===== config.mk =====
export PLATFORM = sky130hd
export DESIGN_NAME = mcu_serial_port
export DESIGN_NICKNAME = d
export VERILOG_FILES = /design/src/rtl/mcu_sp_pkg.sv /design/src/rtl/mcu_sp_baud.sv /design/src/rtl/mcu_sp_tx.sv /design/src/rtl/mcu_sp_rx.sv /design/src/rtl/mcu_serial_port.sv
export SDC_FILE = /design/constraint.sdc
export NUM_CORES = 1
export LEC_CHECK = 0
export ABC_AREA = 1
export ABC_CLOCK_PERIOD_IN_PS = 1450
export CORE_MARGIN = 2
export CORE_UTILIZATION = 43
export DETAILED_ROUTE_END_ITERATION = 6
export PLACE_DENSITY = 0.66
export SLEW_MARGIN = 25
export SYNTH_ARGS = -nofsm -noshare
export SYNTH_HDL_FRONTEND = slang
export SYNTH_SLANG_ARGS = --single-unit

===== constraint.sdc =====
create_clock -name clk_i -period 1.45 [get_ports clk_i]
set_clock_uncertainty 0.05 [all_clocks]
set_input_delay 0.2175 -clock clk_i [delete_from_list [all_inputs] [get_ports clk_i]]
set_output_delay 0.2175 -clock clk_i [all_outputs]
set_load 0.005 [all_outputs]

===== src/rtl/mcu_sp_pkg.sv =====
package mcu_sp_pkg;
  localparam logic ADDR_DATA = 1'b0;
  localparam logic ADDR_CTRL = 1'b1;
  localparam int CTRL_RXEN   = 0;
  localparam int CTRL_TXDONE = 1;
  localparam int CTRL_RXDONE = 2;
  localparam int CTRL_NINTH  = 3;
  typedef enum logic {RX_IDLE, RX_BUSY} rx_state_e;
endpackage


===== src/rtl/mcu_sp_baud.sv =====
module mcu_sp_baud #(
  parameter int CNT_W = 4
) (
  input  logic             clk_i,
  input  logic             rst_ni,
  input  logic             baud_tick_i,
  input  logic             dbl_rate_i,
  input  logic             realign_i,
  output logic             tick_o,
  output logic [CNT_W-1:0] phase_o,
  output logic             roll_o
);
  logic             half_q;
  logic [CNT_W-1:0] phase_q;

  assign tick_o  = baud_tick_i & (dbl_rate_i | half_q);
  assign roll_o  = tick_o & (phase_q == '1) & ~realign_i;
  assign phase_o = phase_q;

  always_ff @(posedge clk_i or negedge rst_ni) begin
    if (!rst_ni) begin
      half_q  <= 1'b0;
      phase_q <= '0;
    end else begin
      if (baud_tick_i) half_q <= ~half_q;
      if (realign_i)   phase_q <= '0;
      else if (tick_o) phase_q <= phase_q + 1'b1;
    end
  end
endmodule


===== src/rtl/mcu_sp_tx.sv =====
module mcu_sp_tx #(
  parameter int DATA_W = 8
) (
  input  logic              clk_i,
  input  logic              rst_ni,
  input  logic              load_i,
  input  logic [DATA_W-1:0] data_i,
  input  logic              roll_i,
  output logic              txd_o,
  output logic              done_set_o
);
  localparam int FRAME_W = DATA_W + 2;
  localparam int LEFT_W  = $clog2(FRAME_W + 1);

  logic [FRAME_W-1:0] shift_q;
  logic [LEFT_W-1:0]  left_q;
  logic               txd_q;

  assign txd_o      = txd_q;
  assign done_set_o = roll_i & ~load_i & (left_q == LEFT_W'(1));

  always_ff @(posedge clk_i or negedge rst_ni) begin
    if (!rst_ni) begin
      shift_q <= '0;
      left_q  <= '0;
      txd_q   <= 1'b1;
    end else if (load_i) begin
      shift_q <= {1'b1, data_i, 1'b0};
      left_q  <= LEFT_W'(FRAME_W);
    end else if (roll_i && left_q != '0) begin
      txd_q   <= shift_q[0];
      shift_q <= shift_q >> 1;
      left_q  <= left_q - 1'b1;
    end
  end
endmodule


===== src/rtl/mcu_sp_rx.sv =====
module mcu_sp_rx
  import mcu_sp_pkg::*;
#(
  parameter int DATA_W = 8,
  parameter int CNT_W  = 4
) (
  input  logic              clk_i,
  input  logic              rst_ni,
  input  logic              en_i,
  input  logic              rxd_i,
  input  logic              tick_i,
  input  logic [CNT_W-1:0]  phase_i,
  input  logic              full_i,
  output logic              realign_o,
  output logic              done_set_o,
  output logic [DATA_W-1:0] data_o,
  output logic              ninth_o
);
  localparam int IDX_W = $clog2(DATA_W + 2);
  localparam logic [IDX_W-1:0] LAST = IDX_W'(DATA_W + 1);
  localparam logic [CNT_W-1:0] MID0 = CNT_W'((1 << CNT_W) / 2 - 1);
  localparam logic [CNT_W-1:0] MID1 = MID0 + CNT_W'(1);
  localparam logic [CNT_W-1:0] MID2 = MID0 + CNT_W'(2);

  logic [1:0]        sync_q;
  logic              prev_q, rxd_s;
  rx_state_e         state_q;
  logic [IDX_W-1:0]  idx_q;
  logic [1:0]        smp_q;
  logic [DATA_W-1:0] shreg_q, buf_q;
  logic              ninth_q, maj, decide;

  assign rxd_s      = sync_q[1];
  assign realign_o  = en_i & (state_q == RX_IDLE) & prev_q & ~rxd_s;
  assign maj        = (smp_q[0] & smp_q[1]) | (smp_q[0] & rxd_s) | (smp_q[1] & rxd_s);
  assign decide     = en_i & (state_q == RX_BUSY) & tick_i & (phase_i == MID2);
  assign done_set_o = decide & (idx_q == LAST) & ~full_i;
  assign data_o     = buf_q;
  assign ninth_o    = ninth_q;

  always_ff @(posedge clk_i or negedge rst_ni) begin
    if (!rst_ni) begin
      sync_q  <= 2'b11;
      prev_q  <= 1'b1;
      state_q <= RX_IDLE;
      idx_q   <= '0;
      smp_q   <= '0;
      shreg_q <= '0;
      buf_q   <= '0;
      ninth_q <= 1'b0;
    end else begin
      sync_q <= {sync_q[0], rxd_i};
      prev_q <= rxd_s;
      if (!en_i) begin
        state_q <= RX_IDLE;
      end else if (state_q == RX_IDLE) begin
        if (realign_o) begin
          state_q <= RX_BUSY;
          idx_q   <= '0;
        end
      end else begin
        if (tick_i && phase_i == MID0) smp_q[0] <= rxd_s;
        if (tick_i && phase_i == MID1) smp_q[1] <= rxd_s;
        if (decide) begin
          if ((idx_q == '0 && maj) || idx_q == LAST) begin
            state_q <= RX_IDLE;  // false start or frame end
          end else begin
            if (idx_q != '0) shreg_q <= {maj, shreg_q[DATA_W-1:1]};
            idx_q <= idx_q + 1'b1;
          end
        end
      end
      if (done_set_o) begin
        buf_q   <= shreg_q;
        ninth_q <= maj;
      end
    end
  end
endmodule


===== src/rtl/mcu_serial_port.sv =====
module mcu_serial_port
  import mcu_sp_pkg::*;
#(
  parameter int DATA_W = 8,
  parameter int CNT_W  = 4
) (
  input  logic              clk_i,
  input  logic              rst_ni,
  input  logic              baud_tick_i,
  input  logic              dbl_rate_i,
  input  logic              reg_we_i,
  input  logic              reg_addr_i,
  input  logic [DATA_W-1:0] reg_wdata_i,
  output logic [DATA_W-1:0] reg_rdata_o,
  input  logic              rxd_i,
  output logic              txd_o,
  output logic              tx_done_o,
  output logic              rx_done_o
);
  logic             tick16, roll, realign;
  logic [CNT_W-1:0] phase;
  logic             tx_set, rx_set, rx_en_q, tx_done_q, rx_done_q, ninth;
  logic [DATA_W-1:0] rx_buf, ctrl_rd;
  logic             data_wr, ctrl_wr;

  assign data_wr = reg_we_i & (reg_addr_i == ADDR_DATA);
  assign ctrl_wr = reg_we_i & (reg_addr_i == ADDR_CTRL);

  mcu_sp_baud #(.CNT_W(CNT_W)) i_baud (
    .clk_i, .rst_ni, .baud_tick_i, .dbl_rate_i,
    .realign_i(realign), .tick_o(tick16), .phase_o(phase), .roll_o(roll)
  );

  mcu_sp_tx #(.DATA_W(DATA_W)) i_tx (
    .clk_i, .rst_ni, .load_i(data_wr), .data_i(reg_wdata_i),
    .roll_i(roll), .txd_o, .done_set_o(tx_set)
  );

  mcu_sp_rx #(.DATA_W(DATA_W), .CNT_W(CNT_W)) i_rx (
    .clk_i, .rst_ni, .en_i(rx_en_q), .rxd_i, .tick_i(tick16), .phase_i(phase),
    .full_i(rx_done_q), .realign_o(realign), .done_set_o(rx_set),
    .data_o(rx_buf), .ninth_o(ninth)
  );

  always_ff @(posedge clk_i or negedge rst_ni) begin
    if (!rst_ni) begin
      rx_en_q   <= 1'b0;
      tx_done_q <= 1'b0;
      rx_done_q <= 1'b0;
    end else begin
      if (ctrl_wr) rx_en_q <= reg_wdata_i[CTRL_RXEN];
      tx_done_q <= tx_set | (ctrl_wr ? reg_wdata_i[CTRL_TXDONE] : tx_done_q);
      rx_done_q <= rx_set | (ctrl_wr ? reg_wdata_i[CTRL_RXDONE] : rx_done_q);
    end
  end

  always_comb begin
    ctrl_rd              = '0;
    ctrl_rd[CTRL_RXEN]   = rx_en_q;
    ctrl_rd[CTRL_TXDONE] = tx_done_q;
    ctrl_rd[CTRL_RXDONE] = rx_done_q;
    ctrl_rd[CTRL_NINTH]  = ninth;
    reg_rdata_o = (reg_addr_i == ADDR_CTRL) ? ctrl_rd : rx_buf;
  end

  assign tx_done_o = tx_done_q;
  assign rx_done_o = rx_done_q;
endmodule


Word-level counts from Yosys, hierarchy flattened:

Index checks and enable logic that the tools add are counted.
W data, S select, Z words.

* input bits: 15
* output and inout bits: 11
* logic and storage cells: 93
* register bits after elaboration: 50

* $add $sub $neg: 3
* multiplexer cells: 18
* equal/unequal tests: 8
* reductions and logical operators: 16
* bitwise logic cells: 31

Operators with widths (count)
* $mux W4: 8
* $mux W10: 2
* $and A1 B1 Y1: 18
* $eq A4 B4 Y1 const B: 4
* $add A4 B1 Y4 const B: 2
* $mux W8: 1
* $not A1 Y1: 8
* $reduce_bool A4 Y1: 2
* $mux W1: 7
* $reduce_and A3 Y1: 2
* $reduce_bool A2 Y1: 3
* $or A1 B1 Y1: 5
* $reduce_and A5 Y1: 1
* $eq A4 B1 Y1 const B: 1
* $eq A4 B3 Y1 const B: 1
* $logic_and A1 B1 Y1: 4
* $logic_not A4 Y1: 1
* $ne A2 B2 Y1 const B: 2
* $reduce_and A4 Y1: 1
* $sub A4 B1 Y4 const B: 1
* $reduce_and A2 Y1: 1
* $logic_or A1 B1 Y1: 1

Depth between registers and ports, before layout:

Gate-level depths: netlist of the first run.

* depth after elaboration: 9
* mapped depth: 9
* gate-level depth less buffers: 9

Hierarchy:

From an unflattened synthesis of the first run, not the netlist that was laid out.

* cells, all modules: 307
* area, all modules: 2646.3 µm²

Modules (own cells, without submodules)
* mcu_sp_rx: area each 1307.5 µm², cells an instance 138, times used 1, seq. area each 679.4 µm²
* mcu_sp_tx: area each 840.8 µm², cells an instance 100, times used 1, seq. area each 376.6 µm²
* mcu_sp_baud: area each 256.5 µm², cells an instance 30, times used 1, seq. area each 125.1 µm²
* mcu_serial_port: area each 241.5 µm², cells an instance 39, times used 1, seq. area each 75.1 µm²

Worst setup path before layout of the first run:

OpenSTA, ideal clock, no wires.

* path kind: reg2reg
* start point: reg i_rx.idx_q[1]
* end point: reg i_rx.buf_q[0], in the netlist i_rx.data_o[0]
* arrival: 1254 ps
* slack: 29 ps
* cell stages (with the launch flop): 8
* path buffers: 0
* setup time: 117 ps
* period minus slack after synthesis: 1421 ps
* required time: 1283 ps
* cells stage by stage: dfrtp_1 > inv_1 > ha_1 > nand3_1 > nor2_2 > nand2_2 > nand2_1 > nand2_1

* word-level cells in the longest chain between the ends: 3

RTL lines
* from (decl): RTL line mcu_sp_rx.sv:28 `logic [IDX_W-1:0] idx_q;`
* from (signal assigned): RTL line mcu_sp_rx.sv:69 `idx_q <= idx_q + 1'b1;`
* $eq A4 B4 Y1: RTL line mcu_sp_rx.sv:37 `assign done_set_o = decide & (idx_q == LAST) & ~full_i;`
* $and A1 B1 Y1 (2 in a row): RTL line mcu_sp_rx.sv:37
* to (signal assigned): RTL line mcu_sp_rx.sv:74 `buf_q <= shreg_q;`
* to (decl): RTL line mcu_sp_rx.sv:30 `logic [DATA_W-1:0] shreg_q, buf_q;`

Every way passes these cells.
A chain may end at the register's enable or synchronous reset.

Worst setup path after layout of the first run:

* start point: reg i_baud.phase_q[1], in the netlist i_baud.phase_o[1]
* end point: reg i_tx.left_q[1]

* word-level cells in the longest chain between the ends: 5

RTL lines
* from (decl): RTL line mcu_sp_baud.sv:14 `logic [CNT_W-1:0] phase_q;`
* from (signal assigned): RTL line mcu_sp_baud.sv:27 `else if (tick_o) phase_q <= phase_q + 1'b1;`
* $eq A4 B4 Y1: RTL line mcu_sp_baud.sv:17 `assign roll_o = tick_o & (phase_q == '1) & ~realign_i;`
* $and A1 B1 Y1 (2 in a row): RTL line mcu_sp_baud.sv:17
* $logic_and A1 B1 Y1: RTL line mcu_sp_tx.sv:30 `end else if (roll_i && left_q != '0) begin`
* $reduce_bool A2 Y1 (no source line)
* to (signal assigned): RTL line mcu_sp_tx.sv:29 `left_q <= LEFT_W'(FRAME_W);`
* to (signal assigned): RTL line mcu_sp_tx.sv:33 `left_q <= left_q - 1'b1;`
* to (decl): RTL line mcu_sp_tx.sv:16 `logic [LEFT_W-1:0] left_q;`

Every way passes these cells.

==> results.sh, run 1 <==
export IMPL_yosys_register_bits=50
export IMPL_synth_avg_cell_area_sq_um=8.381
export IMPL_synthesis_nets=322
export IMPL_required_ns=1.60
export IMPL_critPathSlowestCell="dfrtp_1"
export IMPL_grt_start_max_net_pins=51
export IMPL_design_die_area_sq_mm=0.006434
export IMPL_cts_tree="yes"
export IMPL_final_hold_violation_count=0
export IMPL_setup_viol=15
export IMPL_synth_edff_count=0
export IMPL_synthTopCellsByArea="dfrtp_1 46%, nand2_1 15%, nand3_1 9.0%, nand4_1 5.3%, ha_1 4.5%"
export IMPL_port_buffer_count=25
export IMPL_die_x_microns=80.21
export IMPL_grt_ovfl_total=0
export IMPL_vias=2180
export IMPL_leakage_uw=0.001752
export IMPL_fin_crit_ns=1.492
export IMPL_rows=27
export IMPL_viasPerCell=4.921
export IMPL_relSlewSlack_pct=79.88
export IMPL_worstPathMaxFanout=7
export IMPL_tightest_slew_ns=0.3000
export IMPL_critical_path_class="flip-flop to flip-flop"
export IMPL_ctsRootBufferMaster="clkbuf_8"
export IMPL_endpoint_kind="flip-flop"
export IMPL_grt_util_all_layers_pct=18.52
export IMPL_cts_buffer_depth=2
export IMPL_clock_latency_ns=0.31
export IMPL_ys_async_sr_fraction_pct=100.0
export IMPL_power_uw=3698
export IMPL_slowest_delay_ns=0.39
export IMPL_wl_per_cell_microns=12.20
export IMPL_ir_drop_mv=0.6790
export IMPL_syn_area_sq_mm=0.002497
export IMPL_critPathBufInv=0
export IMPL_firstDrtPassIters=4
export IMPL_pre_cts_slack_ns=-0.3218
export IMPL_clk_pin_slew_ns=0.09
export IMPL_violations="setup timing"
export IMPL_die_h_microns=80.21
export IMPL_syn_inst=298
export IMPL_synth_cell_types=27
export IMPL_ys_warn_count=0
export IMPL_yosysTopAreaCellShare_pct=46.09
export IMPL_synth_commonest_cells="99 x nand2_1, 46 x dfrtp_1, 45 x nand3_1"
export IMPL_max_freq_ghz=0.6702
export IMPL_hold_class="input pin to flip-flop"
export IMPL_rsz0062_at_grt="true"
export IMPL_cp_start_kind="flip-flop"
export IMPL_gp_congestion=0.8072
export IMPL_io_pins=26
export IMPL_layout_nets=394
export IMPL_cpMostUsedCell="nand2_2"
export IMPL_cap_violations=0
export IMPL_min_period_over_period_pct=102.9
export IMPL_power_density_mw_per_mm2=1102
export IMPL_place_hpwl_mm=3.474
export IMPL_numCtsBuffers=5
export IMPL_synth_ff_type="dfrtp_1"
export IMPL_syn2layout_area_growth_pct=34.37
export IMPL_layout_drive_gt1_share_pct=26.42
export IMPL_crit_path_cell_trace="ha_2 -> nand2_2 -> nor2_2 -> nand2_2 -> nor2_4 -> nand2_2 -> nand3_1 -> nand2_1"
export IMPL_drv_slew=0
export IMPL_routed_wl_mm=5.405
export IMPL_postRouteAntennaNets=0
export IMPL_grt_pass1_wl_mm=9.349
export IMPL_htreeDepth=2
export IMPL_seq_area_frac_synth_pct=50.30
export IMPL_arrival_ns=1.64
export IMPL_yosysTopAreaCell="dfrtp_1"
export IMPL_grt_pass1_vias=2079
export IMPL_outcome="complete, but fails checks"
export IMPL_critPathTopFamily="simple AND/OR/NAND/NOR gates"
export IMPL_start_util_pct=44.80
export IMPL_insertedDiodeCount=0
export IMPL_drtIter0Drc=124
export IMPL_route_detailed_drc=0
export IMPL_core_area_sq_mm=0.005574
export IMPL_cts_sinks=50
export IMPL_yosysMostFrequentCell="nand2_1"
export IMPL_final_setup_worst_slack_ns=-0.04218
export IMPL_antenna_found_initial=0
worst paths after layout:
| path | startpoint | endpoint | slack, ns | cells past startpoint |
|---|---|---|---|---|
| worst min-delay path | rxd_i | i_rx.sync_q[0]$_DFF_PN1_ | 0.26 | 1 |
| max in group asynchronous | rst_ni | i_rx.prev_q$_DFF_PN1_ | 0.69 | 3 |
| min in group asynchronous | rst_ni | i_tx.shift_q[7]$_DFFE_PN0P_ | 0.36 | 3 |
| worst max-delay path | i_baud.phase_o[1]$_DFFE_PN0P_ | i_tx.left_q[1]$_DFFE_PN0P_ | -0.04 | 8 |
| worst max register to register | i_baud.phase_o[1]$_DFFE_PN0P_ | i_tx.left_q[1]$_DFFE_PN0P_ | -0.04 | 8 |
| worst min register to register | i_rx.sync_q[0]$_DFF_PN1_ | i_rx.sync_q[1]$_DFF_PN1_ | 0.31 | 0 |
cells by family (layout without fill, tap and decap cells):
kind of cell	Yosys count	in the layout	share of synthesized area, %
AO/OA/AOI/OAI	12	12	2.405
XOR/XNOR	4	4	1.403
adder cells (fa/ha/maj)	9	9	4.509
buffers and inverters	34	106	6.813
flip-flops	50	50	50.30
multiplexers	1	1	0.4509
AND/OR/NAND/NOR	188	189	34.12
metal layers:
layer	global-route usage (%)	routed length (microns)	vias to the layer above	share of wire, %
met5	0	0	-	0
met4	6.610	96	0	1.8
met3	3.820	195	9	3.6
met2	28.67	2513	41	46
met1	25.68	2600	1011	48
li1	-	-	1119	-
where the power goes:
group | switching (uW) | internal, uW
logic | 610 | 542
clock network | 487 | 340
registers | 131 | 1590
total | 1230 | 2470
state kept, by name (all words and copies together), names as in the netlist, 2 cells and up:
name	cells
i_baud.phase_o	4
i_rx.data_o	8
i_tx.shift_q	10
i_rx.shreg_q	8
i_tx.left_q	4
i_rx.smp_q	2
i_rx.idx_q	4
i_rx.sync_q	2
cells in the final DEF, fill, tap and decap left out, drive strengths merged:
master	netlist	final
nand2	103	104
buf	8	48
dfrtp	46	46
nand3	46	46
inv	23	22
nand4	21	21
nor2	16	16
clkdlybuf4s50	0	12
dlygate4sd2	0	11
ha	9	9
o21ai	7	7
clkbuf	2	6
a21oi	5	5
dfstp	4	4
clkinvlp	0	3
clkinv	1	3
xor2	2	2
xnor2	2	2
nor3	1	1
mux2	1	1
or2	1	1
dlygate4sd3	0	1
metrics by stage:
stage	hold slack, ns	area [sq um]	TNS (ns)	instances	utilization [%]
3_5_place_dp	0.1801	3053	-12.08	420	54.77
5_1_grt	0.2504	3356	-3.042	443	60.20
6_report	0.2624	3356	-0.3790	443	60.20
4_1_cts	0.2524	3251	-0.02937	440	58.32
3_3_place_gp	0.1801	3053	-10.22	420	54.77
2_1_floorplan	-0.1281	2497	0	298	-
layout make-up:
class	instances	area, sq um
sequential	50	1256
clock buffer	5	68.82
tap	72	90.09
fill	520	2218
timing repair inverter	1	7.507
timing repair buffer	73	639.4
clock inverter	3	21.27
inverter	24	93.84
multi-input combinational	215	1179
repair_timing:
action / 4_1_cts / 5_1_grt
endpoints found under the hold margin: 46 / 0
gates resized for setup: 23 / 30
pin swaps: 2 / 5
setup buffers: 8 / 2
gates cloned: 3 / 1
hold buffers: 1 / 0
endpoints found under the setup margin: 33 / 43
No activity file was read; power rests on OpenSTA's default activity.
==> run 2: changes to the inputs <==
CTS_CLUSTER_DIAMETER = 50   (was unset)
GPL_TIMING_DRIVEN = 0   (was unset)
==> run 2 against run 1 <==
Compared with the run above:
- power decreased by 0.45%
- routed wire length increased by 12%
- highest routed layer unchanged
- the flow still finishes with violations (setup timing)
- clock power about the same
- worst setup slack got worse by 0.022 ns
- global-route usage increased by 0.42 points
- largest power group unchanged
==> results.sh, run 2 (same netlist as run 1, synthesis figures left out) <==
export IMPL_route_detailed_drc=0
export IMPL_core_area_sq_mm=0.005574
export IMPL_grt_start_max_net_pins=51
export IMPL_syn2layout_area_growth_pct=42.23
export IMPL_cpMostUsedCell="nand3_2"
export IMPL_final_hold_violation_count=0
export IMPL_gp_congestion=0.7702
export IMPL_final_setup_worst_slack_ns=-0.06380
export IMPL_layout_drive_gt1_share_pct=34.07
export IMPL_antenna_found_initial=0
export IMPL_grt_pass1_wl_mm=9.390
export IMPL_port_buffer_count=25
export IMPL_arrival_ns=1.66
export IMPL_power_density_mw_per_mm2=1036
export IMPL_outcome="complete, but fails checks"
export IMPL_max_freq_ghz=0.6606
export IMPL_cp_start_kind="flip-flop"
export IMPL_clk_pin_slew_ns=0.09
export IMPL_vias=2241
export IMPL_drtIter0Drc=143
export IMPL_fin_crit_ns=1.514
export IMPL_leakage_uw=0.001801
export IMPL_endpoint_kind="flip-flop"
export IMPL_die_h_microns=80.21
export IMPL_final_cell_mix="88 x nand2_1, 45 x dfrtp_1, 33 x nand3_2"
export IMPL_grt_util_all_layers_pct=18.94
export IMPL_cts_sinks=50
export IMPL_grt_pass1_vias=2020
export IMPL_start_util_pct=44.80
export IMPL_fillers=470
export IMPL_postRouteAntennaNets=0
export IMPL_insertedDiodeCount=0
export IMPL_viasPerCell=5.176
export IMPL_design_die_area_sq_mm=0.006434
export IMPL_cts_tree="yes"
export IMPL_cts_buffer_depth=2
export IMPL_grt_ovfl_total=0
export IMPL_crit_path_cell_trace="ha_2 -> nand2_1 -> nor2_1 -> nand2_2 -> nor2_4 -> nand2_4 -> buf_6 -> nand3_2 -> nand3_2"
export IMPL_violations="setup timing"
export IMPL_worstPathMaxFanout=5
export IMPL_ir_drop_mv=0.7131
export IMPL_rows=27
export IMPL_max_flop_register="i_tx.shift_q"
export IMPL_min_period_over_period_pct=104.4
export IMPL_largest_register_ffs=10
export IMPL_wl_per_cell_microns=13.98
export IMPL_die_x_microns=80.21
export IMPL_critPathSlowestCell="dfrtp_1"
export IMPL_relSlewSlack_pct=57.81
export IMPL_critical_path_class="flip-flop to flip-flop"
export IMPL_required_ns=1.59
export IMPL_cap_violations=0
export IMPL_clock_latency_ns=0.31
export IMPL_ctsRootBufferMaster="clkbuf_8"
export IMPL_rsz0062_at_grt="true"
export IMPL_dpl_instance_area_sq_mm=0.002835
export IMPL_drv_slew=0
export IMPL_multi_input_area_sq_mm=0.001413
export IMPL_place_hpwl_mm=3.363
export IMPL_htreeDepth=2
export IMPL_final_common_cell="nand2_1"
export IMPL_numCtsBuffers=5
export IMPL_layout_nets=384
export IMPL_routed_wl_mm=6.054
export IMPL_seq_area_sq_mm=0.001257
export IMPL_tightest_slew_ns=0.6328
export IMPL_final_util_pct=63.73
export IMPL_design_area_sq_mm=0.003552
export IMPL_hold_class="input pin to flip-flop"
export IMPL_firstDrtPassIters=4
export IMPL_setup_viol=14
export IMPL_slowest_delay_ns=0.38
export IMPL_io_pins=26
==> run 2: cell types whose count changed in the layout (fill, tap and decap cells not counted), moves of 3 or more <==
| cell | change |
|---|---|
| buf_4 | -19 |
| buf_6 | +6 |
| ha_2 | -3 |
| ha_4 | +4 |
| nand2_1 | -6 |
| nand2_2 | +4 |
| nand3_1 | -31 |
| nand3_2 | +30 |
==> run 2: report_power, final <==
part | switching [uW] | internal (uW)
clock network | 485 | 340
logic | 615 | 484
registers | 168 | 1590
==> run 2: repair_timing <==
| action | CTS | global route |
|---|---|---|
| pin swaps | 10 | 30 |
| endpoints found under the hold margin | 46 | 0 |
| gates resized for setup | 48 | 61 |
| buffers inserted | 14 | 9 |
| setup endpoints to repair | 48 | 42 |
| cloned | 3 | 3 |
| hold buffers | 1 | 0 |
==> run 2: worst paths after layout <==
check	from	endpoint	slack [ns]	cells after the start
min in group asynchronous	rst_ni	i_baud.half_q$_DFFE_PN0P_	0.42	2
setup reg to reg	i_baud.phase_o[1]$_DFFE_PN0P_	i_tx.shift_q[8]$_DFFE_PN0P_	-0.06	9
hold / removal	baud_tick_i	i_baud.half_q$_DFFE_PN0P_	0.10	2
setup / recovery	i_baud.phase_o[1]$_DFFE_PN0P_	i_tx.shift_q[8]$_DFFE_PN0P_	-0.06	9
max in group asynchronous	rst_ni	rx_done_o$_DFF_PN0_	0.48	2
hold reg to reg	i_rx.sync_q[0]$_DFF_PN1_	i_rx.sync_q[1]$_DFF_PN1_	0.31	0
==> run 2: critical path: cells and delay by family, from the launching register on <==
| family | cells | cell delay, ns |
|---|---|---|
| fa+ha+maj | 1 | 0.19 |
| buf+inv | 1 | 0.15 |
| flops | 1 | 0.38 |
| simple gates | 7 | 0.63 |
==> run 2: through the flow <==
step	setup slack [ns]	power [uW]	instances	setup TNS [ns]	hold WS [ns]
final	-0.06380	3681	433	-0.6311	0.1047
after global routing	-0.1490	3925	433	-3.020	0.1084
after CTS	-0.07718	3510	421	-0.7866	0.2519
after detailed placement	-0.6094	2553	395	-16.10	0.2378
after global placement	-1.439	2520	395	-84.95	0.2967
after floorplan	0.02906	2295	298	0	-0.1281
==> run 2: final cells by class <==
class,instances,share of cell area [%]
buffer,10,3.029
clock buffer,5,1.937
clock inverter,3,0.5988
inverter,24,2.677
multi-input combinational,215,39.77
sequential,50,35.40
tap,72,2.536
timing repair buffer,54,14.05
==> run 2: layer usage <==
| metal | track usage [%] | wire length, microns |
|---|---|---|
| met2 | 29.33 | 2969 |
| met3 | 3.596 | 225 |
| met1 | 26.34 | 2730 |
| met5 | 0 | 0 |
| met4 | 7.119 | 129 |
